`src/rtl/dlock_pkg.sv`:
```
package dlock_pkg;
  typedef enum logic [1:0] {
    REQ_NONE = 2'b00,
    REQ_UP   = 2'b01,
    REQ_DN   = 2'b10
  } pump_req_e;
endpackage

```
`src/rtl/dlock_sync.sv`:
```
module dlock_sync #(
  parameter int STAGES = 2,
  parameter int WIDTH  = 2
) (
  input  logic             clk_i,
  input  logic             rst_ni,
  input  logic [WIDTH-1:0] d_i,
  output logic [WIDTH-1:0] q_o
);
  generate
    if (STAGES == 0) begin : g_bypass
      assign q_o = d_i;
    end else begin : g_chain
      logic [STAGES-1:0][WIDTH-1:0] stg_q;
      always_ff @(posedge clk_i or negedge rst_ni) begin
        if (!rst_ni) begin
          stg_q <= '0;
        end else begin
          for (int i = STAGES - 1; i > 0; i--) stg_q[i] <= stg_q[i-1];
          stg_q[0] <= d_i;
        end
      end
      assign q_o = stg_q[STAGES-1];
    end
  endgenerate
endmodule

```
`src/rtl/dlock_phase_det.sv`:
```
module dlock_phase_det
  import dlock_pkg::*;
(
  input  logic      clk_i,
  input  logic      rst_ni,
  input  logic      beat_i,
  input  logic      comp_ni,
  output pump_req_e req_o
);
  logic beat_q;
  logic rise;

  always_ff @(posedge clk_i or negedge rst_ni) begin
    if (!rst_ni) beat_q <= 1'b0;
    else         beat_q <= beat_i;
  end

  assign rise = beat_i & ~beat_q;

  // completion still high at the beat edge: path is late
  always_comb begin
    req_o = REQ_NONE;
    if (rise) req_o = comp_ni ? REQ_UP : REQ_DN;
  end


  single_req_chk: assert property (@(posedge clk_i) disable iff (!rst_ni)
    (req_o != REQ_NONE) |=> (req_o == REQ_NONE));
endmodule

```
`src/rtl/dlock_bias_reg.sv`:
```
module dlock_bias_reg
  import dlock_pkg::*;
#(
  parameter int BIAS_W = 6
) (
  input  logic              clk_i,
  input  logic              rst_ni,
  input  pump_req_e         req_i,
  output logic              pump_up_o,
  output logic              pump_dn_o,
  output logic [BIAS_W-1:0] bias_o
);
  localparam logic [BIAS_W-1:0] BIAS_MAX = '1;

  logic [BIAS_W-1:0] bias_q;
  logic              up_q, dn_q;

  always_ff @(posedge clk_i or negedge rst_ni) begin
    if (!rst_ni) begin
      bias_q <= '0;
      up_q   <= 1'b0;
      dn_q   <= 1'b0;
    end else begin
      up_q <= (req_i == REQ_UP);
      dn_q <= (req_i == REQ_DN);
      case (req_i)
        REQ_UP:  if (bias_q != BIAS_MAX) bias_q <= bias_q + 1'b1;
        REQ_DN:  if (bias_q != '0)       bias_q <= bias_q - 1'b1;
        default: ;
      endcase
    end
  end

  assign pump_up_o = up_q;
  assign pump_dn_o = dn_q;
  assign bias_o    = bias_q;


  one_pump_chk: assert property (@(posedge clk_i) disable iff (!rst_ni)
    !(up_q && dn_q));


  hold_chk: assert property (@(posedge clk_i) disable iff (!rst_ni)
    (bias_q != $past(bias_q)) |-> (up_q || dn_q));


  ceiling_chk: assert property (@(posedge clk_i) disable iff (!rst_ni)
    (up_q && $past(bias_q) == BIAS_MAX) |-> (bias_q == BIAS_MAX));


  floor_chk: assert property (@(posedge clk_i) disable iff (!rst_ni)
    (dn_q && $past(bias_q) == '0) |-> (bias_q == '0));
endmodule

```
`src/rtl/dlock_bias_ctrl.sv`:
```
module dlock_bias_ctrl
  import dlock_pkg::*;
#(
  parameter int BIAS_W      = 6,
  parameter int SYNC_STAGES = 2
) (
  input  logic              clk_i,
  input  logic              rst_ni,
  input  logic              beat_clk_i,
  input  logic              completion_ni,
  output logic              pump_up_o,
  output logic              pump_dn_o,
  output logic [BIAS_W-1:0] bias_code_o
);
  logic [1:0] sync_q;
  pump_req_e  req;

  // both inputs share one chain so their relative timing is kept
  dlock_sync #(.STAGES(SYNC_STAGES), .WIDTH(2)) u_sync (
    .clk_i (clk_i),
    .rst_ni(rst_ni),
    .d_i   ({beat_clk_i, completion_ni}),
    .q_o   (sync_q)
  );

  dlock_phase_det u_pd (
    .clk_i  (clk_i),
    .rst_ni (rst_ni),
    .beat_i (sync_q[1]),
    .comp_ni(sync_q[0]),
    .req_o  (req)
  );

  dlock_bias_reg #(.BIAS_W(BIAS_W)) u_bias (
    .clk_i    (clk_i),
    .rst_ni   (rst_ni),
    .req_i    (req),
    .pump_up_o(pump_up_o),
    .pump_dn_o(pump_dn_o),
    .bias_o   (bias_code_o)
  );


  up_pulse_chk: assert property (@(posedge clk_i) disable iff (!rst_ni)
    pump_up_o |=> !pump_up_o);


  dn_pulse_chk: assert property (@(posedge clk_i) disable iff (!rst_ni)
    pump_dn_o |=> !pump_dn_o);
endmodule

```
`config.mk`:
```
export PLATFORM = sky130hd
export DESIGN_NAME = dlock_bias_ctrl
export DESIGN_NICKNAME = d
export VERILOG_FILES = /design/src/rtl/dlock_pkg.sv /design/src/rtl/dlock_sync.sv /design/src/rtl/dlock_phase_det.sv /design/src/rtl/dlock_bias_reg.sv /design/src/rtl/dlock_bias_ctrl.sv
export SDC_FILE = /design/constraint.sdc
export NUM_CORES = 1
export LEC_CHECK = 0
export ABC_CLOCK_PERIOD_IN_PS = 6000
export BUFFER_PORTS_ARGS = -buffer_cell sky130_fd_sc_hd__buf_2
export CAP_MARGIN = 10
export CORE_MARGIN = 1.5
export CORE_UTILIZATION = 45
export CTS_BUF_LIST = sky130_fd_sc_hd__clkbuf_8
export CTS_CLUSTER_DIAMETER = 40
export DETAILED_ROUTE_END_ITERATION = 10
export PLACE_DENSITY = 0.73
export SLEW_MARGIN = 20
export SYNTH_ARGS = -nofsm -noshare
export SYNTH_HDL_FRONTEND = slang
export SYNTH_SLANG_ARGS = --single-unit
```
`constraint.sdc`:
```
create_clock -name clk_i -period 6 [get_ports clk_i]
set_clock_uncertainty 0.1 [all_clocks]
set_input_delay 0.9 -clock clk_i [delete_from_list [all_inputs] [get_ports clk_i]]
set_output_delay 0.9 -clock clk_i [all_outputs]
set_load 0.005 [all_outputs]
```
==> results.py <==
metrics = {
    "outcome": {
        "outcome": "finished clean",
    },
    "synth": {
        "yosysUniqueCellTypes": 26,
        "synthFlopType": "dfrtp_1",
        "synthTopCellsByArea": "dfrtp_1, xnor2_1, xor2_1",
        "synth_edf_count": 0,
        "synth_fp_nets": 50,
        "yosys.cell_count.top_type": "dfrtp_1",
        "synthCells": 45,
        "yosysTopAreaCellShare_pct": 55.2,
        "yosys-top-cells-count": "dfrtp_1, xnor2_1, xor2_1",
        "synth_seq_cells": 13,
        "synth_warnings": 0,
        "synth-async-reset-ratio_pct": 100,
        "postSynthAreaPerCell_sq_um": 13.1,
        "synth_area_sq_um": 589,
        "ys_seq_area_share_pct": 55.2,
        "synth_top_cell_by_area": "dfrtp_1",
    },
    "placement": {
        "io_buffer_count": 11,
        "dp_hpwl_microns": 685,
        "placed_area_sq_um": 651,
        "gp_congestion": 0.762,
    },
    "clock_network": {
        "clk_pin_slew_ns": 0.05,
        "worstSkewPairLatency_ns": 0.24,
        "cts_num_sinks": 13,
        "cts_resized": 0,
        "cts_buffers": 3,
        "post-cts-setup-buffers": 0,
        "cts-root-buf": "clkbuf_8",
        "clockBufferDepth": 2,
        "hold_buffers": 0,
        "cts_tree": "done",
        "cts.htree.levels": 1,
    },
    "floorplan": {
        "fp.coreArea_sq_um": 1160,
        "initial_core_util_pct": 51.0,
        "std_cell_rows": 12,
        "design.die.area_sq_um": 1540,
        "die_h_microns": 39.2,
        "io_pins": 12,
        "die_width_microns": 39.2,
    },
    "routing": {
        "drc": 0,
        "drt-total-wl_microns": 912,
        "via_per_inst": 5.45,
        "antenna_left": 0,
        "firstDrtPassIters": 4,
        "routed-via-count": 398,
        "wire_per_inst_microns": 12.5,
        "drt_iter0_drc": 2,
    },
    "layout": {
        "drive_gt1_share_pct": 33.9,
        "antennaDiodeCount": 0,
        "area_delta_synth_final_pct": 18.3,
        "fillers": 103,
        "design_area_sq_um": 697,
        "nNetsFinal": 65,
    },
    "grt": {
        "globalRouteOverflowTotal": 0,
        "grt_pass1_wl_microns": 1640,
        "grt_pass1_vias": 383,
        "antenna_found_initial": 0,
        "grt_max_degree": 14,
        "track_usage_pct": 17.0,
    },
    "pwr": {
        "power_density_nw_per_um2": 432,
        "p_clk_share_pct": 24.8,
        "p_leak_nw": 0.319,
        "switchingPower_w": 0.000103,
        "internal_power_w": 0.000198,
        "ir_worst_vdd_v": 0.000305,
        "power_w": 0.000301,
        "power_frac_comb_pct": 25.8,
        "pwr-share-seq_pct": 49.5,
        "sw_frac_of_total_pct": 34.2,
    },
    "sta": {
        "rsz0062_at_grt": "no",
        "min_period_ns": 2.15,
        "finalSetupViolations": 0,
        "worst_slew_pin_slew_ns": 0.499,
        "hold_violations": 0,
        "tns_ns": 0,
        "max_clock_freq_ghz": 0.465,
        "slew_viol_final": 0,
        "slew_headroom_pct": 66.4,
        "period_share_pct": 35.8,
    },
    "critical_path": {
        "path_cells": "or3b_1 -> xnor2_1 -> ha_1 -> nand3_1 -> a311oi_1 -> o22ai_1 -> xnor2_1",
        "crit_top_cell": "xnor2_1",
        "cp_slowest_cell": "or3b_1",
        "worstPathBufferInverterCount": 0,
        "cp_slowest_stage_delay_ns": 0.51,
        "cp.required_ns": 6.02,
        "critPathKind": "flip-flop to flip-flop",
        "cp-end-kind": "flip-flop",
        "setup.worst_path.start_class": "flip-flop",
        "arrival_ns": 2.16,
        "critical-path-top-delay-family": "simple AND/OR/NAND/NOR gates",
        "path_max_fanout": 5,
    },
    "min_path": {
        "hp-class": "flip-flop to flip-flop",
    },
    "job": {
        "drv_cap": 0,
    },
}
worst paths after layout:
path	start	to	slack, ns	cells after the start
setup / recovery	u_sync.q_o[0]$_DFF_PN0_	u_bias.bias_o[4]$_DFFE_PN0P_	3.85	7
hold / removal	u_sync.g_chain.stg_q[0]$_DFF_PN0_	u_sync.q_o[0]$_DFF_PN0_	0.24	0
setup reg to reg	u_sync.q_o[0]$_DFF_PN0_	u_bias.bias_o[4]$_DFFE_PN0P_	3.85	7
hold reg to reg	u_sync.g_chain.stg_q[0]$_DFF_PN0_	u_sync.q_o[0]$_DFF_PN0_	0.24	0
max in group asynchronous	rst_ni	u_bias.bias_o[1]$_DFFE_PN0P_	5.15	1
min in group asynchronous	rst_ni	u_bias.pump_up_o$_DFF_PN0_	0.44	1
metrics by stage:
step	setup WS (ns)	instances	util [%]	hold WS (ns)
2_1_floorplan	4.01	45	-	0.231
3_3_place_gp	3.87	69	56.3	0.232
3_5_place_dp	3.85	69	56.3	0.236
4_1_cts	3.83	73	60.3	0.248
5_1_grt	3.69	73	60.3	0.265
6_report	3.85	73	60.3	0.244
final cells by class:
cell class	instances	area (sq um)	share of cell area, %
Clock buffer	3	41.3	5.92
Tap cell	14	17.5	2.51
Timing Repair Buffer	11	55.1	7.90
Sequential cell	13	325	46.7
Inverter	2	12.5	1.80
Multi-Input combinational cell	29	240	34.5
Clock inverter	1	5.00	0.718
sequential cells by signal (all words and copies together), names as in the netlist:
register	cells
u_bias.bias_o	6
u_bias.pump_dn_o	1
u_pd.beat_q	1
u_sync.q_o	2
u_bias.pump_up_o	1
u_sync.g_chain.stg_q	2
layer usage:
| layer | up-vias | global-route usage, % | part of all wire [%] | wire length, microns |
|---|---|---|---|---|
| met5 | - | 0 | 0 | 0 |
| met4 | 0 | 2.59 | 0 | 0 |
| met3 | 0 | 10.4 | 7.5 | 68 |
| met2 | 13 | 25.8 | 47 | 431 |
| met1 | 190 | 20.7 | 45 | 412 |
| li1 | 195 | - | - | - |
power groups by stage:
| stage | Sequential (W) | Combinational, W | Clock (W) |
|---|---|---|---|
| floorplan | 0.000145 | 0.0000484 | 0 |
| global placement | 0.000148 | 0.0000778 | 0 |
| detailed placement | 0.000150 | 0.0000786 | 0 |
| CTS | 0.000149 | 0.0000790 | 0.0000775 |
| global route | 0.000155 | 0.0000906 | 0.0000827 |
| finish | 0.000149 | 0.0000776 | 0.0000745 |
placed cells by master (no fill, tap or decap):
cell type / instances
clkinv_2: 1
a22oi_2: 1
inv_1: 1
mux2i_1: 2
ha_1: 1
xnor2_1: 3
or4_1: 1
dfrtp_1: 13
o41ai_2: 1
buf_2: 11
clkinv_4: 1
mux2_1: 1
or4_4: 1
xor2_1: 3
nor3_1: 2
nand3_1: 1
a21oi_1: 2
and3_2: 1
a41o_1: 1
nand3b_1: 1
o22ai_1: 1
or3_1: 1
and2_1: 1
a311oi_1: 1
nand4_1: 1
nor2_1: 1
clkbuf_8: 3
or3b_1: 1
cell families (layout without fill, tap and decap cells):
logic type / count (synthesis) / after routing / synth area share, %
XOR/XNOR: 6 / 6 / 8.92
multiplexers: 3 / 3 / 5.31
flip-flops: 13 / 13 / 55.2
AO/OA/AOI/OAI: 7 / 7 / 10.8
AND/OR/NAND/NOR: 12 / 12 / 13.6
adder cells (fa/ha/maj): 1 / 1 / 2.12
buffers and inverters: 3 / 17 / 4.03
Note: power is estimated with default switching activity, not from simulation.
